File: src/rtl/sddac_pdm.sv
module sddac_pdm #(
  parameter int CH_W  = 14,
  parameter int TMR_W = 16,
  localparam int IN_W = CH_W + 1
) (
  input  logic             clk,
  input  logic             rst_n,
  input  logic             step_en,
  input  logic             smp_valid,
  input  logic [CH_W-1:0]  ch_a,
  input  logic [CH_W-1:0]  ch_b,
  input  logic [TMR_W-1:0] clr_period,
  output logic             pdm_out
);

  logic [IN_W-1:0]  smp;
  logic [IN_W-1:0]  acc;
  logic [TMR_W-1:0] tmr;
  logic [IN_W:0]    sum;
  logic             clr_due;

  assign sum     = {1'b0, acc} + {1'b0, smp};
  assign clr_due = (clr_period != '0) && (tmr >= clr_period - 1'b1);

  always_ff @(posedge clk) begin
    if (!rst_n)
      smp <= '0;
    else if (smp_valid)
      smp <= {1'b0, ch_a} + {1'b0, ch_b};
  end

  always_ff @(posedge clk) begin
    if (!rst_n) begin
      acc     <= '0;
      tmr     <= '0;
      pdm_out <= 1'b0;
    end else if (step_en) begin
      if (clr_due) begin
        acc     <= '0;
        tmr     <= '0;
        pdm_out <= 1'b0;
      end else begin
        acc     <= sum[IN_W-1:0];
        pdm_out <= sum[IN_W];
        tmr     <= (clr_period == '0) ? '0 : tmr + 1'b1;
      end
    end
  end

endmodule

File: config.mk
export PLATFORM = sky130hd
export DESIGN_NAME = sddac_pdm
export DESIGN_NICKNAME = d
export VERILOG_FILES = /design/src/rtl/sddac_pdm.sv
export SDC_FILE = /design/constraint.sdc
export NUM_CORES = 1
export LEC_CHECK = 0
export BUFFER_PORTS_ARGS = -buffer_cell sky130_fd_sc_hd__buf_2
export CAP_MARGIN = 20
export CORE_MARGIN = 1.5
export CORE_UTILIZATION = 55
export DETAILED_ROUTE_END_ITERATION = 7
export PLACE_DENSITY = 0.78
export SYNTH_ARGS = -nofsm -noshare
export SYNTH_HDL_FRONTEND = slang
export SYNTH_SLANG_ARGS = --single-unit
export TNS_END_PERCENT = 1
File: constraint.sdc
create_clock -name clk -period 4.45 [get_ports clk]
set_input_delay 0.445 -clock clk [delete_from_list [all_inputs] [get_ports clk]]
set_output_delay 0.445 -clock clk [all_outputs]
set_load 0.05 [all_outputs]
==> Word level (Yosys, flattened, before mapping) <==
Cells that the tools add are included.
{ "classes": {"n_addsub": 4, "order_cmp": 1, "n_mux": 4, "n_reduce_logical": 3} }
{ "ops": {"columns": ["operator", "n"], "rows": [
  ["$mux 16", 2],
  ["$add 15x15->16", 1],
  ["$add 16x1->16 const B", 1],
  ["$ge 16x16->1", 1],
  ["$logic_not 16->1", 1],
  ["$reduce_bool 16->1", 1],
  ["$sub 16x1->16 const B", 1],
  ["$add 14x14->15", 1],
  ["$mux 15", 1],
  ["$logic_and 1x1->1", 1],
  ["$mux 1", 1]
]} }
{ "totals": {"reg_bits": 47, "in_bits": 48, "output_inout_bits": 1} }

==> Logic depth before layout (Yosys ltp) <==
Gate-level depths: netlist of run 1.
{ "logic_depth": {"ltp_word": 4, "mapped_depth": 15} }

==> Least setup slack after synthesis of run 1 <==
OpenSTA, ideal clock, no wires.
{ "synth_timing": {"path_type": "input to register", "from": "input port clr_period[0]", "to": "register tmr[15]", "setup_time_ns": 0.072, "t_arrival_ns": 3.588, "t_required_ns": 4.378, "path_slack_ns": 0.791, "path_stages": 14, "path_buffers": 1, "cell_sequence": "inv_1 > ha_1 > or4b_4 > or3b_4 > nor3_1 > xnor2_1 > ha_1 > a21o_1 > o21ai_0 > o21ai_1 > nor3_1 > buf_2 > nand4_1 > mux2i_1"} }
{ "synth_via": {"elab_chain_len": 4, "word_cells_on_any_way": 7, "classes_between": "add/sub: 1; order compare: 1; mux: 2; reduce/logical: 3"} }
{ "synth_rtl": {"columns": ["element", "line_no", "rtl"], "rows": [
  ["start: declaration", "12", "input logic [TMR_W-1:0] clr_period,"],
  ["$sub 16x1->16", "23", "assign clr_due = (clr_period != '0) && (tmr >= clr_period - 1'b1);"],
  ["$ge 16x16->1", "23", null],
  ["$logic_and 1x1->1", "23", null],
  ["$mux 16 (*)", "38", "if (clr_due) begin"],
  ["end signal: assignment", "45", "tmr <= (clr_period == '0) ? '0 : tmr + 1'b1;"],
  ["end: declaration", "18", "logic [TMR_W-1:0] tmr;"]
]} }
Mark *: on every way between the ends. The rest lies on a longest branch, timed or not.
A chain may end at the register's enable or synchronous reset.

==> Worst setup path in the final report of run 1 <==
{ "layout_timing": {"from": "input port clr_period[0]", "to": "register acc[1]"} }
{ "layout_via": {"elab_chain_len": 4, "word_cells_on_any_way": 5, "classes_between": "add/sub: 1; order compare: 1; mux: 1; reduce/logical: 2"} }
{ "layout_rtl": {"columns": ["element", "line_no", "rtl"], "rows": [
  ["$sub 16x1->16", "23", null],
  ["$ge 16x16->1", "23", null],
  ["$logic_and 1x1->1 (*)", "23", null],
  ["$mux 15 (*)", "38", null],
  ["end signal: assignment", "43", "acc <= sum[IN_W-1:0];"],
  ["end: declaration", "17", "logic [IN_W-1:0] acc;"]
]} }
Marks and branches as above.

==> results.ini, run 1 <==
[status]
status = finished, violations left
violations = design-rule violations

[clock_network]
cts_setup_buffers = 0
clock_sinks = 47
root_buffer = clkbuf_8
cts_buffers = 5
ctsHoldBuffers = 0
cts_tree = done
cts_htree_levels = 2
clock_path_buffers = 2
ctsResizeCount = 0
clk_latency_ps = 300
clk_pin_slew_worst_paths_ps = 80

[timing]
fmax_mhz = 274
rsz0062_at_grt = no
drv_slew = 0
tightest_slew_ps = 769
relSlewSlack_pct = 48.6
setup_viol = 0
clock_skew_ps = 3.86
finalHoldViolations = 0
finalCritPeriodShare_pct = 81.9
fin_tns_setup_ps = 0
min_period_ps = 3650

[grt]
grt_pass1_wl_um = 13900
antenna_found_initial = 0
grt_usage_pct = 23.1
grt_start_max_net_pins = 31
grt_pass1_vias = 3107
grt_overflow_total = 0

[cells_and_area]
n_fill_cell = 565
final_common_cell = buf_2
regArea_um2 = 941
nets = 581
layout_common_cells = buf_2 (48), ha_1 (47), dfxtp_1 (47), nand2_1 (42), a21oi_1 (31)
antenna_cells = 0
multi_input_area_um2 = 2680
drive_gt1_share_pct = 15.7
syn_to_final_growth_pct = 9.96

[placed_design]
port_buffers = 48
gp_congestion = 0.856
dp_hpwl_um = 6440

[synth]
ys_warn_count = 0
synth_enable_flop_cells = 0
syn_area_um2 = 3730
synth-seq-cells = 47
synth_cells = 440
synthFlopType = dfxtp_1
synth.avg_cell_area_um2 = 8.48
syn_nets = 537
ys_seq_area_share_pct = 25.2
async_flop_share_pct = 0
ys_types = 56

[floorplanning]
die_w_um = 85.4
initial_core_util_pct = 57.8
die_h_um = 85.4
dieArea_um2 = 7290
row_count = 29
core_um2 = 6460
io_pins = 49

[routing]
first_pass_iters = 8
drtIter0Drc = 215
ant_nets = 0
routedWlPerCell_um = 14.3
drt-total-wl_um = 8030
avgViaCountPerCell = 6.00
num_vias = 3371
drc = 2

[power]
leakagePower_nw = 1.86
powerDensity_nw_per_um2 = 252
peakVddDrop_mv = 0.141
p_total_mw = 1.04

[job]
cap_violations = 0

[worst_setup_path]
rrSetupSlack_ps = 1800
startpoint_type = input pin
cp_data_arrival_time_ps = 3900
crit_type = in -> reg
end_kind = flop
crit_fanout = 13
cp.required_ps = 4700

[min_path]
hold_class = reg -> reg

cell families after synthesis:
| logic type | after synthesis | synth area share (%) |
|---|---|---|
| and+or+nand+nor | 139 | 19.0 |
| AOI/OAI and AO/OA | 128 | 23.5 |
| adders and majority gates | 49 | 16.8 |
| DFF | 47 | 25.2 |
| xor gates and xnor gates | 40 | 9.39 |
| buffers and inverters | 26 | 3.08 |
| muxes | 11 | 2.95 |
synthesized netlist by cell type (2+ instances only):
library cell | count | area (um2)
or3_1 | 2 | 12.5
clkbuf_1 | 10 | 37.5
inv_1 | 12 | 45.0
buf_6 | 2 | 22.5
nand4_1 | 7 | 43.8
dfxtp_1 | 47 | 941
a22o_2 | 10 | 100
fa_1 | 2 | 40.0
o21ai_0 | 21 | 105
a211oi_1 | 6 | 45.0
xor2_1 | 12 | 105
and4_1 | 2 | 17.5
xnor2_1 | 28 | 245
a22o_1 | 6 | 52.6
nor3_1 | 8 | 40.0
nand2_1 | 42 | 158
a21o_1 | 11 | 82.6
ha_1 | 47 | 588
mux2i_1 | 11 | 110
a41oi_1 | 3 | 26.3
a211o_1 | 3 | 26.3
a21oi_1 | 31 | 155
nand2b_1 | 6 | 37.5
o211ai_1 | 4 | 30.0
o41ai_1 | 2 | 17.5
a221oi_1 | 2 | 17.5
and3_1 | 6 | 37.5
nor2_1 | 21 | 78.8
nor2b_1 | 14 | 87.6
o21a_1 | 3 | 22.5
nor4_1 | 5 | 31.3
nand3_1 | 17 | 85.1
a31oi_1 | 10 | 62.6
a21boi_0 | 5 | 37.5
state kept, by name, indices dropped and copies added (netlist names):
register / cells
smp: 15
tmr: 16
pdm_out: 1
acc: 15
power by group:
part	internal (mW)	switching, mW	total (mW)
clock network	0.110	0.140	0.250
logic	0.141	0.168	0.309
registers	0.451	0.0261	0.477
per-layer routing:
metal / vias to the layer above / track usage (%) / routed length (um)
met4: 0 / 5.87 / 86
met3: 7 / 2.33 / 384
met2: 96 / 37.2 / 3530
met5: - / 0 / 0
li1: 1727 / - / -
met1: 1541 / 33.2 / 4040
final cells by class:
type | count | area share [%]
Clock inverter | 2 | 0.305
Sequential cell | 47 | 22.9
Inverter | 13 | 1.22
Tap cell | 77 | 2.35
Clock buffer | 6 | 1.77
Timing Repair Buffer | 50 | 6.22
Multi-Input combinational cell | 367 | 65.2
metrics by stage:
step | std cells | cell area [um2] | utilization, % | hold WS (ps) | worst slack, ps
after global placement | 554 | 4020 | 62.2 | 464 | 627
after global routing | 562 | 4100 | 63.5 | 487 | 593
after detailed placement | 554 | 4020 | 62.2 | 468 | 523
after floorplan | 440 | 3730 | - | 446 | 791
after CTS | 562 | 4100 | 63.5 | 483 | 829
final | 562 | 4100 | 63.5 | 475 | 805
critical path, cell delays in order:
cell and delay, ps:
buf_2 100, inv_1 80, ha_1 200, or4b_4 500, or3b_4 410, nor3_1 180, xnor2_1 160, ha_1 280
a21o_1 180, o21ai_0 130, o21ai_1 190, nor2_1 560, o21a_4 320, a22o_2 160
final timing paths:
path	cells after the start	end	from
worst max-delay path	14	acc[1]	clr_period[0]
worst max register to register	8	acc[1]	tmr[2]
worst min-delay path	1	tmr[15]	tmr[15]
worst min register to register	1	tmr[15]	tmr[15]
(Power assumes the default switching activity.)
==> inputs of run 2 (changes only) <==
--- a/config.mk
+++ b/config.mk
@@ -8,7 +8,7 @@
 export BUFFER_PORTS_ARGS = -buffer_cell sky130_fd_sc_hd__buf_2
 export CAP_MARGIN = 20
 export CORE_MARGIN = 1.5
-export CORE_UTILIZATION = 55
+export CORE_UTILIZATION = 53
 export DETAILED_ROUTE_END_ITERATION = 7
 export PLACE_DENSITY = 0.78
 export SYNTH_ARGS = -nofsm -noshare
==> constraint.sdc (replaced) <==
create_clock -name clk -period 3.2 [get_ports clk]
set_input_delay 0.32 -clock clk [delete_from_list [all_inputs] [get_ports clk]]
set_output_delay 0.32 -clock clk [all_outputs]
set_load 0.05 [all_outputs]
==> run 2 against run 1 <==
  * The flow now finishes without violations
  * Worst setup slack lost 700 ps
  * Power grew 48%
  * Sequential power grew 39%
  * Global-route usage grew 0.13 points
  * Wire length grew 6.1%
  * Sequential share of layout area shrank 1.4 points
  * Clock skew grew 1.8 ps
  * Final area grew 6.5%
  * Register-to-register slack lost 1300 ps
  * Non-clock buffer count grew 18
  * Flip-flop and latch count is the same
  * Largest power group unchanged
==> results.ini, run 2 (synthesis gave the netlist of run 1 again) <==
[status]
status = completed

[cells_and_area]
nets = 599
finalNonFillerCells = 598
syn_to_final_growth_pct = 17.1
final_common_cell = buf_2
n_fill_cell = 566
layout_common_cells = buf_2 (48), dfxtp_1 (47), ha_1 (46), nand2_1 (42), a21oi_1 (31)
antenna_cells = 0
largest_reg_flops = 16
top_register = tmr
reg_top3 = tmr x16, acc x15, smp x15
drive_gt1_share_pct = 20.7

[grt]
antenna_found_initial = 0
grt_overflow_total = 0
grt_pass1_wl_um = 14100
grt_usage_pct = 23.2
grt_pass1_vias = 3180
grt_start_max_net_pins = 31

[timing]
drv_slew = 0
fmax_mhz = 323
relSlewSlack_pct = 57.2
fin_tns_setup_ps = 0
min_period_ps = 3100
finalHoldViolations = 0
finalCritPeriodShare_pct = 96.8
setup_viol = 0
tightest_slew_ps = 634
clock_skew_ps = 5.68

[floorplanning]
row_count = 30
die_h_um = 86.9
dieArea_um2 = 7550
initial_core_util_pct = 54.9
die_w_um = 86.9
core_um2 = 6790
io_pins = 49

[routing]
avgViaCountPerCell = 5.88
num_vias = 3515
ant_nets = 0
drt-total-wl_um = 8520
dr_wl_met3_um = 471
wl_met2_um = 3960
drc = 0
routedWlPerCell_um = 14.2
top_layer = met4
drtIter0Drc = 270
wl_met1_um = 3930
first_pass_iters = 5

[power]
powerDensity_nw_per_um2 = 352
p_switching_uw = 472
p_clk_share_pct = 27.6
seqPwrFrac_pct = 43.1
pwr-share-comb_pct = 29.4
leakagePower_nw = 1.97
p_sw_share_pct = 30.7
peakVddDrop_mv = 0.177
p_int_mw = 1.07

[worst_setup_path]
path_cells = buf_2, inv_4, ha_4, or4b_4, or3b_4, nor3_4, xnor2_1, ha_1, and3_1, nand4_1, o21ai_4, nor2_4, o21a_4, a22o_2
path_buf_inv = 2
path_delay_family = simple AND/OR/NAND/NOR gates
crit_fanout = 13
end_kind = flop
reg2reg_depth = 9
startpoint_type = input pin
cp.required_ps = 3400
crit_type = in -> reg
critical_path.slowest_cell = or4b_4
cp.depth = 14
cp_data_arrival_time_ps = 3300
slowest_delay_ps = 470

[clock_network]
root_buffer = clkbuf_8
cts_buffers = 5
ctsHoldBuffers = 0
clock_sinks = 47
clk_pin_slew_worst_paths_ps = 90
clock_path_buffers = 2
cts_tree = done
clk_latency_ps = 300
cts_htree_levels = 2

[placed_design]
gp_congestion = 0.886
port_buffers = 48
dp_hpwl_um = 6640
dp.cells = 591

[job]
cap_violations = 0

[min_path]
hold_depth = 4
hold_class = in -> reg

## run 2: cell count changes in the layout (fill, tap and decap cells not counted), moves of 2 or more
cell / before / now
buf_4: 2 / 19
inv_1: 12 / 10
inv_4: 0 / 2
nor2_1: 21 / 19
nor3_1: 8 / 6
nor3_4: 0 / 2
## run 2: power groups by stage
| stage | clock network, mW | registers (mW) | logic (mW) |
|---|---|---|---|
| after detailed placement | 0 | 0.673 | 0.443 |
| after CTS | 0.431 | 0.662 | 0.448 |
| after global routing | 0.454 | 0.667 | 0.508 |
| after floorplan | 0 | 0.663 | 0.327 |
| after global placement | 0 | 0.673 | 0.423 |
| final | 0.424 | 0.662 | 0.451 |
## run 2: worst register-to-register path: cells and delay by family, from the launching register on
family          cells  cell delay (ps)
compound gates      6             1410
xor+xnor            1              180
flops               1              340
fa+ha+maj           2              660
## run 2: metal layers
metal | vias to the layer above | GRT usage, %
li1 | 1762 | -
met1 | 1604 | 31.8
met2 | 132 | 37.8
met3 | 17 | 3.41
met4 | 0 | 6.74
met5 | - | 0
## run 2: layout make-up
class,instances,area [um2],area share [%]
Clock buffer,5,68.8,1.57
Clock inverter,2,37.5,0.859
Inverter,13,55.1,1.26
Multi-Input combinational cell,367,2750,62.8
Sequential cell,47,941,21.5
Tap cell,96,120,2.75
Timing Repair Buffer,68,403,9.22
## run 2: repair_timing
| item | 4_1_cts | 5_1_grt |
|---|---|---|
| endpoints found under the setup margin | 0 | 11 |
| gates resized for setup | 0 | 4 |
| setup buffers | 0 | 0 |
## run 2: final timing paths
| check | endpoint | startpoint | slack [ps] |
|---|---|---|---|
| worst min-delay path | smp[0] | ch_b[0] | 410 |
| worst max-delay path | acc[0] | clr_period[1] | 100 |
| worst min register to register | tmr[15] | tmr[15] | 470 |
| worst max register to register | acc[14] | smp[0] | 510 |
## run 2: metrics by stage
stage	setup slack, ps	cell area, um2	hold slack [ps]	power [mW]	utilization (%)
floorplan	-28.2	3790	446	0.990	-
finish	102	4370	406	1.54	64.3
CTS	97.8	4350	405	1.54	64.1
detailed placement	-220	4250	465	1.12	62.5
global route	-32.6	4370	428	1.63	64.3
global placement	-113	4250	462	1.10	62.5
==> inputs of run 3 (changes only) <==
--- a/config.mk
+++ b/config.mk
@@ -10,6 +10,7 @@
 export CORE_MARGIN = 1.5
 export CORE_UTILIZATION = 53
 export DETAILED_ROUTE_END_ITERATION = 7
+export MAX_ROUTING_LAYER = met4
 export PLACE_DENSITY = 0.78
 export SYNTH_ARGS = -nofsm -noshare
 export SYNTH_HDL_FRONTEND = slang
==> run 3 against run 2 <==
  * Cell count unchanged
  * Power about the same
  * First-iteration DRC count decreased by 6.7%
  * Global-route usage increased by 0.70 points
  * Register-to-register slack got worse by 20 ps
  * Critical path type unchanged
  * Critical endpoint unchanged
  * Largest cell class unchanged
==> results.ini, run 3 (synthesis gave the netlist of run 1 again) <==
[routing]
avgViaCountPerCell = 5.87
drt-total-wl_um = 8500
ant_nets = 0
drtIter0Drc = 252
drc = 0
num_vias = 3512
first_pass_iters = 5
routedWlPerCell_um = 14.2

[floorplanning]
io_pins = 49
die_h_um = 86.9
initial_core_util_pct = 54.9
row_count = 30
dieArea_um2 = 7550
die_w_um = 86.9
core_um2 = 6790

[cells_and_area]
drive_gt1_share_pct = 20.7
layout_common_cells = buf_2 (48), dfxtp_1 (47), ha_1 (46), nand2_1 (42), a21oi_1 (31)
antenna_cells = 0
largest_reg_flops = 16
syn_to_final_growth_pct = 17.1
reg_top3 = tmr x16, acc x15, smp x15
final_common_cell = buf_2
utilization_pct = 64.3
nets = 599
top_register = tmr
n_fill_cell = 566
regArea_um2 = 941
multi_input_area_um2 = 2750

[clock_network]
clock_sinks = 47
cts_buffers = 5
cts_setup_buffers = 0
ctsHoldBuffers = 0
clock_path_buffers = 2
ctsResizeCount = 0
clk_latency_ps = 300
clk_pin_slew_worst_paths_ps = 90
cts_tree = done
cts_htree_levels = 2
root_buffer = clkbuf_8

[status]
status = completed

[worst_setup_path]
reg2reg_depth = 9
crit_fanout = 13
path_cells = buf_2, inv_4, ha_4, or4b_4, or3b_4, nor3_4, xnor2_1, ha_1, and3_1, nand4_1, o21ai_4, nor2_4, o21a_4, a22o_2
path_buf_inv = 2
path_delay_family = simple AND/OR/NAND/NOR gates
cp.required_ps = 3400
crit_type = in -> reg
rrSetupSlack_ps = 490
critical_path.slowest_cell = or4b_4
cp_data_arrival_time_ps = 3300
r2r-start = smp[0]
slowest_delay_ps = 470
startpoint_type = input pin
end_kind = flop
r2r_end = acc[14]

[timing]
drv_slew = 0
clock_skew_ps = 5.90
min_period_ps = 3100
fmax_mhz = 323
setup_viol = 0
hold_slack_ps = 405
tightest_slew_ps = 634
finalHoldViolations = 0
relSlewSlack_pct = 57.2
finalCritPeriodShare_pct = 96.8

[job]
cap_violations = 0

[power]
leakagePower_nw = 1.97
peakVddDrop_mv = 0.177
powerDensity_nw_per_um2 = 352

[min_path]
holdPathEnd = smp[0]
hold_class = in -> reg
hold_depth = 4
hold_start = ch_b[0]

[grt]
grt_pass1_wl_um = 14200
grt_overflow_total = 0
grt_pass1_vias = 3173
antenna_found_initial = 0
grt_start_max_net_pins = 31
grt_usage_pct = 23.9

[placed_design]
port_buffers = 48
gp_congestion = 0.901
dp_hpwl_um = 6640

==> run 3: cell counts in the layout (fill, tap and decap cells not counted) <==
Identical to the previous run, type by type.
==> run 3: metrics by stage <==
step                instances  cell area (um2)  TNS (ps)  total power, mW  worst slack (ps)
floorplan                 440             3790      -295            0.990             -28.2
global placement          591             4250     -2600             1.10              -113
detailed placement        591             4250     -5360             1.12              -220
CTS                       598             4350         0             1.54              97.8
global route              598             4370     -75.1             1.63             -32.6
finish                    598             4370         0             1.54               102
==> run 3: metal layers <==
metal	track usage [%]	wire, um	vias up
met5	-	0	-
met4	6.74	148	0
met3	3.41	486	18
met2	37.8	3940	137
met1	31.9	3930	1597
li1	-	-	1760
==> run 3: worst max-delay path by stage <==
| stage | start | end | slack (ps) | cells after the start |
|---|---|---|---|---|
| 2_1_floorplan | clr_period[1] | acc[1] | -30 | 14 |
| 3_3_place_gp | clr_period[1] | tmr[2] | -110 | 15 |
| 3_5_place_dp | clr_period[1] | tmr[5] | -220 | 15 |
| 4_1_cts | clr_period[1] | tmr[5] | 100 | 15 |
| 5_1_grt | clr_period[1] | tmr[11] | -30 | 15 |
| 6_report | clr_period[1] | acc[0] | 100 | 14 |
==> run 3: area by class of cell <==
cell class                 count  area share [%]
multi-input combinational    367            62.8
timing repair buffer          68            9.22
clock inverter                 2           0.859
sequential                    47            21.5
inverter                      13            1.26
tap                           96            2.75
clock buffer                   5            1.57
==> run 3: where the power goes <==
part | internal (mW) | switching [mW] | leakage, nW
sequential | 0.627 | 0.0346 | 0.384
combinational | 0.210 | 0.241 | 1.53
clock | 0.228 | 0.196 | 0.0502
==> run 3: worst reg2reg max path: stages, from the launching register on <==
cell       delay (ps)
dfxtp_1           340
ha_1              230
fa_1              430
a211o_1           300
a21o_1            190
a21oi_1           310
o2111ai_1         180
a221oi_1          360
xor2_1            180
a21oi_1            80
